==> src/rtl/seg_xlate_pkg.sv <==
package seg_xlate_pkg;
  localparam int ADDR_W  = 32;
  localparam int LIMIT_W = 16;

  typedef struct packed {
    logic [ADDR_W-1:0]  base;
    logic [LIMIT_W-1:0] limit;
    logic               gran;
  } seg_desc_t;
endpackage

==> src/rtl/seg_desc_bank.sv <==
module seg_desc_bank
  import seg_xlate_pkg::*;
#(
  parameter int NUM_SEGS = 6,
  parameter int IDX_W    = $clog2(NUM_SEGS + 1)
) (
  input  logic             clk_i,
  input  logic             rst_ni,
  input  logic             wr_en_i,
  input  logic [IDX_W-1:0] wr_idx_i,
  input  seg_desc_t        wr_desc_i,
  input  logic [IDX_W-1:0] rd_idx_i,
  output seg_desc_t        rd_desc_o,
  output logic             rd_loaded_o,
  output logic             rd_in_range_o
);
  localparam logic [IDX_W-1:0] IDX_LAST = IDX_W'(NUM_SEGS - 1);

  seg_desc_t             entry_q [NUM_SEGS];
  logic [NUM_SEGS-1:0]   loaded_q;

  for (genvar i = 0; i < NUM_SEGS; i++) begin : g_slot
    always_ff @(posedge clk_i or negedge rst_ni) begin
      if (!rst_ni) begin
        entry_q[i]  <= '0;
        loaded_q[i] <= 1'b0;
      end else if (wr_en_i && wr_idx_i == IDX_W'(i)) begin
        entry_q[i]  <= wr_desc_i;
        loaded_q[i] <= 1'b1;
      end
    end
  end

  always_comb begin
    rd_desc_o   = '0;
    rd_loaded_o = 1'b0;
    for (int i = 0; i < NUM_SEGS; i++) begin
      if (rd_idx_i == IDX_W'(i)) begin
        rd_desc_o   = entry_q[i];
        rd_loaded_o = loaded_q[i];
      end
    end
  end

  assign rd_in_range_o = (rd_idx_i <= IDX_LAST);

  AST_BAD_WRITE_IGNORED: assert property (@(posedge clk_i) disable iff (!rst_ni)
    (wr_en_i && wr_idx_i > IDX_LAST) |=> $stable(loaded_q));

  AST_WRITE_MARKS_LOADED: assert property (@(posedge clk_i) disable iff (!rst_ni)
    (wr_en_i && wr_idx_i <= IDX_LAST) |=> (loaded_q[$past(wr_idx_i)] == 1'b1));
endmodule

==> src/rtl/seg_limit_check.sv <==
module seg_limit_check
  import seg_xlate_pkg::*;
#(
  parameter int GRAN_SHIFT = 12
) (
  input  seg_desc_t         desc_i,
  input  logic              loaded_i,
  input  logic              in_range_i,
  input  logic [ADDR_W-1:0] ofs_i,
  output logic              ok_o,
  output logic [ADDR_W-1:0] addr_o
);
  localparam logic [ADDR_W-1:0] PAGE_MASK = (ADDR_W'(1) << GRAN_SHIFT) - ADDR_W'(1);

  logic [ADDR_W-1:0] max_ofs;

  always_comb begin
    if (desc_i.gran) max_ofs = (ADDR_W'(desc_i.limit) << GRAN_SHIFT) | PAGE_MASK;
    else             max_ofs = ADDR_W'(desc_i.limit);
  end

  assign ok_o   = in_range_i && loaded_i && (ofs_i <= max_ofs);
  assign addr_o = desc_i.base + ofs_i;

  always_comb begin
    if (in_range_i && loaded_i && !desc_i.gran && ofs_i > ADDR_W'(desc_i.limit))
      AST_BYTE_LIMIT_FAULT: assert (!ok_o);
    if (in_range_i && loaded_i && desc_i.gran && ofs_i[GRAN_SHIFT-1:0] == '1 &&
        (ofs_i >> GRAN_SHIFT) == ADDR_W'(desc_i.limit))
      AST_PAGE_LIMIT_EDGE_OK: assert (ok_o);
  end
endmodule

==> src/rtl/seg_xlate_unit.sv <==
module seg_xlate_unit
  import seg_xlate_pkg::*;
#(
  parameter int NUM_SEGS   = 6,
  parameter int GRAN_SHIFT = 12,
  parameter int IDX_W      = $clog2(NUM_SEGS + 1)
) (
  input  logic              clk_i,
  input  logic              rst_ni,
  input  logic              wr_en_i,
  input  logic [IDX_W-1:0]  wr_idx_i,
  input  logic [31:0]       wr_base_i,
  input  logic [15:0]       wr_limit_i,
  input  logic              wr_gran_i,
  input  logic              req_valid_i,
  input  logic [IDX_W-1:0]  req_idx_i,
  input  logic [31:0]       req_ofs_i,
  output logic              rsp_valid_o,
  output logic              rsp_fault_o,
  output logic [31:0]       rsp_addr_o
);
  seg_desc_t         wr_desc;
  seg_desc_t         rd_desc;
  logic              rd_loaded;
  logic              rd_in_range;
  logic              chk_ok;
  logic [ADDR_W-1:0] chk_addr;
  logic              armed_q;

  assign wr_desc = '{base: wr_base_i, limit: wr_limit_i, gran: wr_gran_i};

  seg_desc_bank #(.NUM_SEGS(NUM_SEGS), .IDX_W(IDX_W)) u_bank (
    .clk_i         (clk_i),
    .rst_ni        (rst_ni),
    .wr_en_i       (wr_en_i),
    .wr_idx_i      (wr_idx_i),
    .wr_desc_i     (wr_desc),
    .rd_idx_i      (req_idx_i),
    .rd_desc_o     (rd_desc),
    .rd_loaded_o   (rd_loaded),
    .rd_in_range_o (rd_in_range)
  );

  seg_limit_check #(.GRAN_SHIFT(GRAN_SHIFT)) u_check (
    .desc_i     (rd_desc),
    .loaded_i   (rd_loaded),
    .in_range_i (rd_in_range),
    .ofs_i      (req_ofs_i),
    .ok_o       (chk_ok),
    .addr_o     (chk_addr)
  );

  always_ff @(posedge clk_i or negedge rst_ni) begin
    if (!rst_ni) begin
      rsp_valid_o <= 1'b0;
      rsp_fault_o <= 1'b0;
      rsp_addr_o  <= '0;
    end else begin
      rsp_valid_o <= req_valid_i && chk_ok;
      rsp_fault_o <= req_valid_i && !chk_ok;
      rsp_addr_o  <= (req_valid_i && chk_ok) ? chk_addr : '0;
    end
  end

  // one cycle out of reset before $past-based checks
  always_ff @(posedge clk_i or negedge rst_ni) begin
    if (!rst_ni) armed_q <= 1'b0;
    else         armed_q <= 1'b1;
  end

  AST_ONE_RESPONSE: assert property (@(posedge clk_i) disable iff (!rst_ni)
    armed_q |=> ((rsp_valid_o || rsp_fault_o) == $past(req_valid_i)));

  AST_VALID_FAULT_EXCL: assert property (@(posedge clk_i) disable iff (!rst_ni)
    !(rsp_valid_o && rsp_fault_o));

  AST_FAULT_ADDR_ZERO: assert property (@(posedge clk_i) disable iff (!rst_ni)
    rsp_fault_o |-> (rsp_addr_o == '0));

  AST_UNLOADED_FAULTS: assert property (@(posedge clk_i) disable iff (!rst_ni)
    (armed_q && req_valid_i && !rd_loaded) |=> rsp_fault_o);

  AST_BAD_IDX_FAULTS: assert property (@(posedge clk_i) disable iff (!rst_ni)
    (armed_q && req_valid_i && req_idx_i >= IDX_W'(NUM_SEGS)) |=> rsp_fault_o);
endmodule

==> config.mk <==
export PLATFORM = sky130hd
export DESIGN_NAME = seg_xlate_unit
export DESIGN_NICKNAME = d
export VERILOG_FILES = /design/src/rtl/seg_xlate_pkg.sv /design/src/rtl/seg_desc_bank.sv /design/src/rtl/seg_limit_check.sv /design/src/rtl/seg_xlate_unit.sv
export SDC_FILE = /design/constraint.sdc
export NUM_CORES = 1
export LEC_CHECK = 0
export CORE_MARGIN = 3
export CORE_UTILIZATION = 35
export DETAILED_ROUTE_END_ITERATION = 8
export DONT_BUFFER_PORTS = 1
export PLACE_DENSITY = 0.49
export SYNTH_ARGS = -nofsm -noshare
export SYNTH_HDL_FRONTEND = slang
export SYNTH_HIERARCHICAL = 1
export SYNTH_SLANG_ARGS = --single-unit
==> constraint.sdc <==
create_clock -name clk_i -period 5.9 [get_ports clk_i]
set_input_delay 0.59 -clock clk_i [delete_from_list [all_inputs] [get_ports clk_i]]
set_output_delay 0.59 -clock clk_i [all_outputs]
set_load 0.05 [all_outputs]
==> reports/results.md, run 1 <==
| Metric | Value |
|---|---|
| Input/output buffers | 0 |
| Number of levels in the clock H-tree | 2 |
| Cell family with the largest share of critical-path delay | compound AO/OA/AOI/OAI gates |
| DRT Pass-1 Iters | 5 |
| Outcome | finished with violations |
| Multi-input combinational cell area | 0.00848 mm² |
| Worst min-delay path class | in2async |
| Design internal power | 4.99 mW |
| Later-pin clock latency in the skew report | 550 ps |
| Combinational share of power | 20.4% |
| Number of failing hold endpoints at the final stage | 334 |
| Number of max-slew violations in the final report | 0 |
| I/O pin total | 125 |
| Achievable clock frequency | 249 MHz |
| Final Critical Period | 4020 ps |
| Number of sinks driven by the clock tree | 334 |
| Async set-reset flop share out of synthesis | 100% |
| Max-Cap Viols | 0 |
| Routability Congestion | 0.852 |
| Core footprint | 0.0482 mm² |
| Type of the worst setup path | in2reg |
| Static leakage | 8.28 nW |
| Global-route wire length before repair | 71.7 mm |
| Distinct cells, synth | 57 |
| Total of flip-flops plus latches after synthesis | 334 |
| Detailed placement HPWL | 28.4 mm |
| Max clock buf depth | 3 |
| Number of nets in the final layout | 1515 |
| Average footprint of a synthesized cell | 12.3 µm² |
| Critical Path Source Type | input pin |
| Die Area | 0.0522 mm² |
| Post-route ant nets | 0 |
| Cell area after technology mapping | 0.0173 mm² |
| GRT Resource Usage Total | 17.6% |
| Cell type of the slowest stage on the worst timing path | sky130_fd_sc_hd__o221ai_2 |
| Placement Rows | 80 |
| Flip-flop and latch area | 0.00836 mm² |
| Initial Utilization | 35.9% |
| Final global-route overflow total | 0 |
| Clock Skews | 11.8 ps |
| PnR Total Power | 6.82 mW |
| Main synth FF type | sky130_fd_sc_hd__dfrtp_1 |
| Number of standard cells after synthesis | 1410 |
| Number of setup buffers added after CTS | 0 |
| 1st-iter DRT viols | 641 |
| Relative slew slack | 19.7% |
| Fraction of the yosys area taken by sequential cells | 48.3% |
| Dpl cell area | 0.0177 mm² |
| Worst voltage drop across the vdd grid | 0.149 mV |
| Pin count of the biggest net entering global routing | 335 |
| Post-synth EDFFs | 0 |
| Sw Ratio | 26.8% |
| Setup crit end kind | flip-flop |
| Slew at the pin closest to its max-slew limit | 1210 ps |
| Final worst path period share | 68.1% |
| Final number of setup-violating endpoints | 0 |
| CP max stage delay | 1090 ps |
| Layout Area Growth over Synthesis | 10.1% |
| Share of power burned in the clock network | 36.4% |
| Portion of total power attributed to sequential cells | 43.3% |
| Layout Cell Area excl Fill | 0.0191 mm² |
| Net count after synthesis | 1561 |
| Average wire per standard cell | 22.6 µm |
| Number of buffers inserted during clock tree synthesis | 41 |
| Fill cell instance count of the final layout | 4706 |
| Smallest hold slack | -259 ps |
| Clock transition at the registers of the reported paths | 60 ps |
| Number of synthesis warnings | 6 |
| Die span in y | 228 µm |
| Number of antenna violations at the first check in global routing | 0 |
| Number of diodes added for antenna fixing | 0 |
| Count of buffer and inverter cells on the critical path | 0 |
| Ratio of cells with drive above 1 in the final layout | 25.7% |
| Via count | 11100 |
| Mean number of vias per cell | 5.40 |
| Final core utilization | 39.5% |
| Violations in the final reports | hold timing |
| Die width | 228 µm |
| Unrepaired setup endpoints after global routing | false |
| PD cells | 358 mW/mm² |
| Root buffer cell | sky130_fd_sc_hd__clkbuf_16 |
| Net switching power of the design | 1.83 mW |
| Layout Cells excl Fill | 2049 |
| Sum Neg Setup Slack | 0 ps |
| Via count of the first global-routing pass | 11600 |
| DRC violations left | 0 |
| Required time worst endpoint | 6370 ps |
| Gates resized, CTS repair | 0 |
| Placed instance count | 1977 |
| Total wirelength of the detailed-routed design | 46.3 mm |
| TritonCTS clock tree | done |
| Maximum fanout count along the critical path | 103 |
| Cells along the critical path | nand2b_2, o221ai_2, nor2_1, ha_1, a21o_1, a21o_1, a21oi_1, o21a_1, o211ai_1, a21oi_1, a31o_2, and3_1 |
| Worst Path Arrival | 4490 ps |
## power by group through the flow
stage	combinational, mW	clock [mW]	sequential [mW]
after floorplan	1.15	0	2.93
after global placement	1.37	0	2.97
after detailed placement	1.39	0	2.99
after CTS	1.39	2.56	2.95
after global routing	1.54	2.65	3.01
final	1.39	2.48	2.95
## cells by family after synthesis
| logic type | share of synthesized area, % |
|---|---|
| mux | 25.1 |
| flops | 48.3 |
| simple gates | 7.92 |
| compound gates | 9.85 |
| buf+inv | 3.00 |
| fa+ha+maj | 4.38 |
| xor+xnor | 1.42 |
## routing by layer
metal	up-vias	wire length [µm]	global-route usage, %
met5	-	0	0
met4	0	1120	5.21
met3	65	2990	5.03
met2	214	21300	28.5
met1	5683	20900	23.0
li1	5096	-	-
## synthesized netlist by cell type, types with 16 or more instances
cell | count | area, µm²
sky130_fd_sc_hd__mux2_1 | 16 | 180
sky130_fd_sc_hd__buf_2 | 35 | 175
sky130_fd_sc_hd__nor2_1 | 28 | 105
sky130_fd_sc_hd__mux2_2 | 278 | 3130
sky130_fd_sc_hd__nand3b_1 | 51 | 383
sky130_fd_sc_hd__a21oi_1 | 37 | 185
sky130_fd_sc_hd__mux2i_1 | 104 | 1040
sky130_fd_sc_hd__dfrtp_1 | 334 | 8360
sky130_fd_sc_hd__o221ai_1 | 50 | 438
sky130_fd_sc_hd__o21a_1 | 60 | 450
sky130_fd_sc_hd__nand2_1 | 85 | 319
sky130_fd_sc_hd__clkbuf_1 | 41 | 154
sky130_fd_sc_hd__and3_1 | 36 | 225
sky130_fd_sc_hd__ha_1 | 59 | 738
sky130_fd_sc_hd__a21o_1 | 25 | 188
## state kept, by name (all words and copies together), names as in the netlist
register         cells
rsp_valid_o          1
rsp_addr_o          32
u_bank/loaded_q      6
rsp_fault_o          1
u_bank/entry_q     294
## cell usage in the layout, fill, tap and decap left out, types with 4 or more instances in the layout
master / Yosys / final
sky130_fd_sc_hd__nand2b_1: 5 / 4
sky130_fd_sc_hd__nand3b_1: 51 / 51
sky130_fd_sc_hd__nand3_1: 10 / 10
sky130_fd_sc_hd__o221ai_1: 50 / 49
sky130_fd_sc_hd__mux2_1: 16 / 16
sky130_fd_sc_hd__o21a_1: 60 / 60
sky130_fd_sc_hd__mux2i_1: 104 / 104
sky130_fd_sc_hd__o211ai_1: 7 / 7
sky130_fd_sc_hd__buf_4: 10 / 8
sky130_fd_sc_hd__ha_1: 59 / 59
sky130_fd_sc_hd__nor2b_1: 5 / 5
sky130_fd_sc_hd__mux2_2: 278 / 278
sky130_fd_sc_hd__nand2_1: 85 / 85
sky130_fd_sc_hd__o21bai_1: 5 / 5
sky130_fd_sc_hd__inv_1: 9 / 9
sky130_fd_sc_hd__clkinv_2: 0 / 4
sky130_fd_sc_hd__a21o_1: 25 / 25
sky130_fd_sc_hd__dfrtp_1: 334 / 334
sky130_fd_sc_hd__a211oi_1: 4 / 4
sky130_fd_sc_hd__clkbuf_1: 41 / 15
sky130_fd_sc_hd__xor2_1: 13 / 13
sky130_fd_sc_hd__xnor2_1: 15 / 15
sky130_fd_sc_hd__o21ai_1: 9 / 9
sky130_fd_sc_hd__and3_1: 36 / 36
sky130_fd_sc_hd__nor2_1: 28 / 28
sky130_fd_sc_hd__a31oi_1: 6 / 6
sky130_fd_sc_hd__clkbuf_16: 0 / 41
sky130_fd_sc_hd__or2_2: 5 / 5
sky130_fd_sc_hd__nand4_1: 8 / 8
sky130_fd_sc_hd__clkbuf_8: 0 / 8
sky130_fd_sc_hd__a21oi_1: 37 / 37
sky130_fd_sc_hd__o21ai_0: 14 / 14
## metrics by stage
stage / hold WS [ps] / setup slack [ps]
finish: -259 / 1880
global route: -291 / 1600
CTS: -279 / 2030
detailed placement: 322 / 1450
global placement: 323 / 1490
floorplan: 294 / 2060
## final timing paths
kind                                  endpoint                start  depth (start not counted)  slack (ps)
setup reg to reg                rsp_addr_o[18]  u_bank/entry_q[196]                         13        2100
hold / removal             u_bank/entry_q[246]               rst_ni                          0        -260
setup / recovery                rsp_addr_o[18]         req_idx_i[1]                         12        1880
hold reg to reg             u_bank/loaded_q[3]   u_bank/loaded_q[3]                          1         460
min in group clk_i         u_bank/entry_q[246]        wr_limit_i[0]                          1         180
max in group asynchronous       rsp_addr_o[15]               rst_ni                          0        5590
## final cells by class
cell class / count / area share, %
repair buffers: 8 / 0.315
inverters: 9 / 0.177
multi-input cells: 970 / 44.5
clock inverters: 8 / 0.624
flip-flops and latches: 334 / 43.8
clock buffers: 64 / 6.26
well taps: 656 / 4.31
Note: power is estimated with default switching activity, not from simulation.
==> inputs of run 2 (changes only) <==
--- a/config.mk
+++ b/config.mk
@@ -5,6 +5,7 @@
 export SDC_FILE = /design/constraint.sdc
 export NUM_CORES = 1
 export LEC_CHECK = 0
+export ABC_AREA = 1
 export CORE_MARGIN = 3
 export CORE_UTILIZATION = 35
 export DETAILED_ROUTE_END_ITERATION = 8
==> constraint.sdc (replaced) <==
create_clock -name clk_i -period 3.92 [get_ports clk_i]
set_input_delay 0.392 -clock clk_i [delete_from_list [all_inputs] [get_ports clk_i]]
set_output_delay 0.392 -clock clk_i [all_outputs]
set_load 0.05 [all_outputs]
==> reports/results.md, run 2 <==
| Metric | Value |
|---|---|
| Worst voltage drop across the vdd grid | 0.276 mV |
| Post-route ant nets | 0 |
| Setup crit end kind | flip-flop |
| Most used routing layer in global routing | met2 |
| Pre-CTS setup slack | 311 ps |
| Number of diodes added for antenna fixing | 0 |
| Number of failing hold endpoints at the final stage | 334 |
| Main synth FF type | sky130_fd_sc_hd__dfrtp_1 |
| Die width | 227 µm |
| Layout Area Growth over Synthesis | 11.7% |
| Worst min-delay path class | in2async |
| Final worst path period share | 78.8% |
| Distinct cells, synth | 38 |
| Net count after synthesis | 2346 |
| Cell area after technology mapping | 0.0171 mm² |
| Cell type of the slowest stage on the worst timing path | sky130_fd_sc_hd__buf_12 |
| Pin count of the biggest net entering global routing | 335 |
| Flip-flop count of the largest register after layout | 294 |
| Launch instance of the worst register-to-register path | u_bank/entry_q[196] |
| Final core utilization | 39.8% |
| Setup slack on the worst flop-to-flop path | 1200 ps |
| Unrepaired setup endpoints after global routing | false |
| Number of max-slew violations in the final report | 0 |
| Most used cells in the layout excluding fill and tap cells | sky130_fd_sc_hd__nand2_1, sky130_fd_sc_hd__dfrtp_1, sky130_fd_sc_hd__o21ai_0, sky130_fd_sc_hd__inv_1, sky130_fd_sc_hd__nor2_1 |
| Worst Path Arrival | 3560 ps |
| Number of nets in the final layout | 2300 |
| Achievable clock frequency | 324 MHz |
| DRT Pass-1 Iters | 5 |
| Final Critical Period | 3090 ps |
| Async set-reset flop share out of synthesis | 100% |
| Mean number of vias per cell | 5.13 |
| Count of buffer and inverter cells on the critical path | 5 |
| Post-synth EDFFs | 0 |
| CP max stage delay | 340 ps |
| PnR Total Power | 9.84 mW |
| Number of synthesis warnings | 6 |
| Average footprint of a synthesized cell | 7.79 µm² |
| Main area contributors after synthesis | sky130_fd_sc_hd__dfrtp_1, sky130_fd_sc_hd__nand2_1, sky130_fd_sc_hd__o21ai_0 |
| Total of flip-flops plus latches after synthesis | 334 |
| Core footprint | 0.0480 mm² |
| Global routing usage on met3 | 4.78% |
| Placement Rows | 80 |
| Leading cell types by count after synthesis | sky130_fd_sc_hd__nand2_1, sky130_fd_sc_hd__dfrtp_1, sky130_fd_sc_hd__o21ai_0 |
| Critical path launch point | req_idx_i[2] |
| Max-Cap Viols | 0 |
| Input/output buffers | 0 |
| Die Area | 0.0516 mm² |
| DRC violations left | 0 |
| Static leakage | 9.52 nW |
| Dpl cell area | 0.0178 mm² |
| Layout Cell Area excl Fill | 0.0191 mm² |
| I/O pin total | 125 |
| Cells along the critical path | clkinv_2, buf_12, buf_4, nand4_1, nand2_1, nor2_1, nand4_1, buf_4, mux2i_1, ha_1, a21oi_1, o21ai_0, a21oi_1, nand2_1, nand2_1, nand2_1, a21oi_1, nand2_2, buf_12, nor2_2 |
| Relative slew slack | 16.5% |
| Global-route wire length before repair | 83.2 mm |
| Ratio of cells with drive above 1 in the final layout | 6.79% |
| Number of sinks driven by the clock tree | 334 |
| Met2 Use GR | 32.3% |
| Largest registers | u_bank/entry_q: 294 flops, rsp_addr_o: 32 flops, u_bank/loaded_q: 6 flops |
| Number of antenna violations at the first check in global routing | 3 |
| Fraction of the yosys area taken by sequential cells | 48.9% |
| Most common cell after layout, fill and taps aside | sky130_fd_sc_hd__nand2_1 |
| Most common cell in the netlist | sky130_fd_sc_hd__nand2_1 |
| TritonCTS clock tree | done |
| Via count of the first global-routing pass | 13800 |
| Clock transition at the registers of the reported paths | 50 ps |
| Required time worst endpoint | 4400 ps |
| Number of standard cells after synthesis | 2195 |
| Outcome | finished with violations |
| Global-route track usage on met1 | 29.9% |
| Initial Utilization | 35.6% |
| Type of the worst setup path | in2reg |
| Sum Neg Setup Slack | 0 ps |
| Cell family with the largest share of critical-path delay | buffers and inverters |
| Cts hold-fix bufs | 1 |
| Number of buffers inserted during clock tree synthesis | 40 |
| Clock Skews | 22.4 ps |
| GRT Resource Usage Total | 21.1% |
| Slew at the pin closest to its max-slew limit | 1250 ps |
| Detailed placement HPWL | 34.4 mm |
| Max clock buf depth | 3 |
| Later-pin clock latency in the skew report | 560 ps |
| Maximum fanout count along the critical path | 52 |
| Violations in the final reports | hold timing |
| Most repeated library cell on the critical path | sky130_fd_sc_hd__nand2_1 |
| Routability Congestion | 0.860 |
| Area leader, netlist | sky130_fd_sc_hd__dfrtp_1 |
| Via count | 14300 |
| Critical Path Source Type | input pin |
| Final global-route overflow total | 0 |
| Root buffer cell | sky130_fd_sc_hd__clkbuf_16 |
| 1st-iter DRT viols | 1025 |
| Total wirelength of the detailed-routed design | 53.5 mm |
| Post-synth top area share | 48.9% |
| Number of levels in the clock H-tree | 2 |
| PD cells | 515 mW/mm² |
| Register with the highest flop count | u_bank/entry_q |
| Worst Slack Setup Final | 832 ps |
| Die span in y | 227 µm |
| Average wire per standard cell | 19.1 µm |
| Smallest hold slack | -456 ps |
| Final number of setup-violating endpoints | 0 |
## run 2: cell types whose count changed in the layout (fill, tap and decap cells not counted), sizes merged, moves of 50 or more
cell,change
o21a,-56
nand3,+74
nand2,+597
nor2,+169
inv,+198
nand4,+95
o21ai,+289
o221ai,-50
mux2,-294
mux2i,-100
## run 2: repair_timing
| item | CTS | global route |
|---|---|---|
| buffers inserted | 0 | 0 |
| resized for setup | 0 | 0 |
| endpoints found under the hold margin | 335 | 334 |
## run 2: worst reg2reg max path: stages, from the launching register on
cell	delay (ps)
sky130_fd_sc_hd__dfrtp_1	390
sky130_fd_sc_hd__nand4_1	110
sky130_fd_sc_hd__nand2_1	90
sky130_fd_sc_hd__nor2_1	40
sky130_fd_sc_hd__nand4_1	70
sky130_fd_sc_hd__buf_4	310
sky130_fd_sc_hd__mux2i_1	240
sky130_fd_sc_hd__ha_1	270
sky130_fd_sc_hd__a21oi_1	120
sky130_fd_sc_hd__o21ai_0	90
sky130_fd_sc_hd__a21oi_1	130
sky130_fd_sc_hd__nand2_1	80
sky130_fd_sc_hd__nand2_1	50
sky130_fd_sc_hd__nand2_1	50
sky130_fd_sc_hd__a21oi_1	200
sky130_fd_sc_hd__nand2_2	120
sky130_fd_sc_hd__buf_12	190
sky130_fd_sc_hd__nor2_2	110
## run 2: final cells by class
type	instances	area, µm²
Timing Repair Buffer	25	315
Clock inverter	11	85.1
Clock buffer	61	1210
Tap cell	615	769
Multi-Input combinational cell	1542	7590
Fill cell	5011	28900
Inverter	206	774
Sequential cell	334	8360
## run 2: cells by family after synthesis
family	Yosys count	share of synthesized area (%)
multiplexers	4	0.234
AND/OR/NAND/NOR	1084	27.0
flip-flops	334	48.9
XOR/XNOR	17	0.871
adder cells (fa/ha/maj)	60	4.43
buffers and inverters	319	7.24
AO/OA/AOI/OAI	377	11.4
## run 2: final timing paths
| path | endpoint | cells past startpoint |
|---|---|---|
| max | rsp_addr_o[7] | 20 |
| max reg2reg | rsp_addr_o[7] | 17 |
| min reg2reg | u_bank/loaded_q[2] | 2 |
| max in group asynchronous | rsp_addr_o[10] | 0 |
| min in group clk_i | u_bank/entry_q[58] | 2 |
| min | u_bank/entry_q[278] | 0 |
## run 2: metrics by stage
step,cells,hold WS (ps)
floorplan,2195,96.4
global placement,2721,114
detailed placement,2721,115
CTS,2794,-492
global route,2794,-482
finish,2794,-456
## run 2: where the power goes
part	leakage, nW	internal (mW)	switching, mW
combinational	4.66	0.667	1.20
sequential	4.22	4.02	0.304
clock	0.638	2.14	1.51
total	9.52	6.83	3.01
## run 2: per-layer routing
layer,part of all wire (%),routed length (µm)
met2,44,23300
met3,7.2,3870
met5,0.067,36
met4,2.5,1340
met1,47,24900
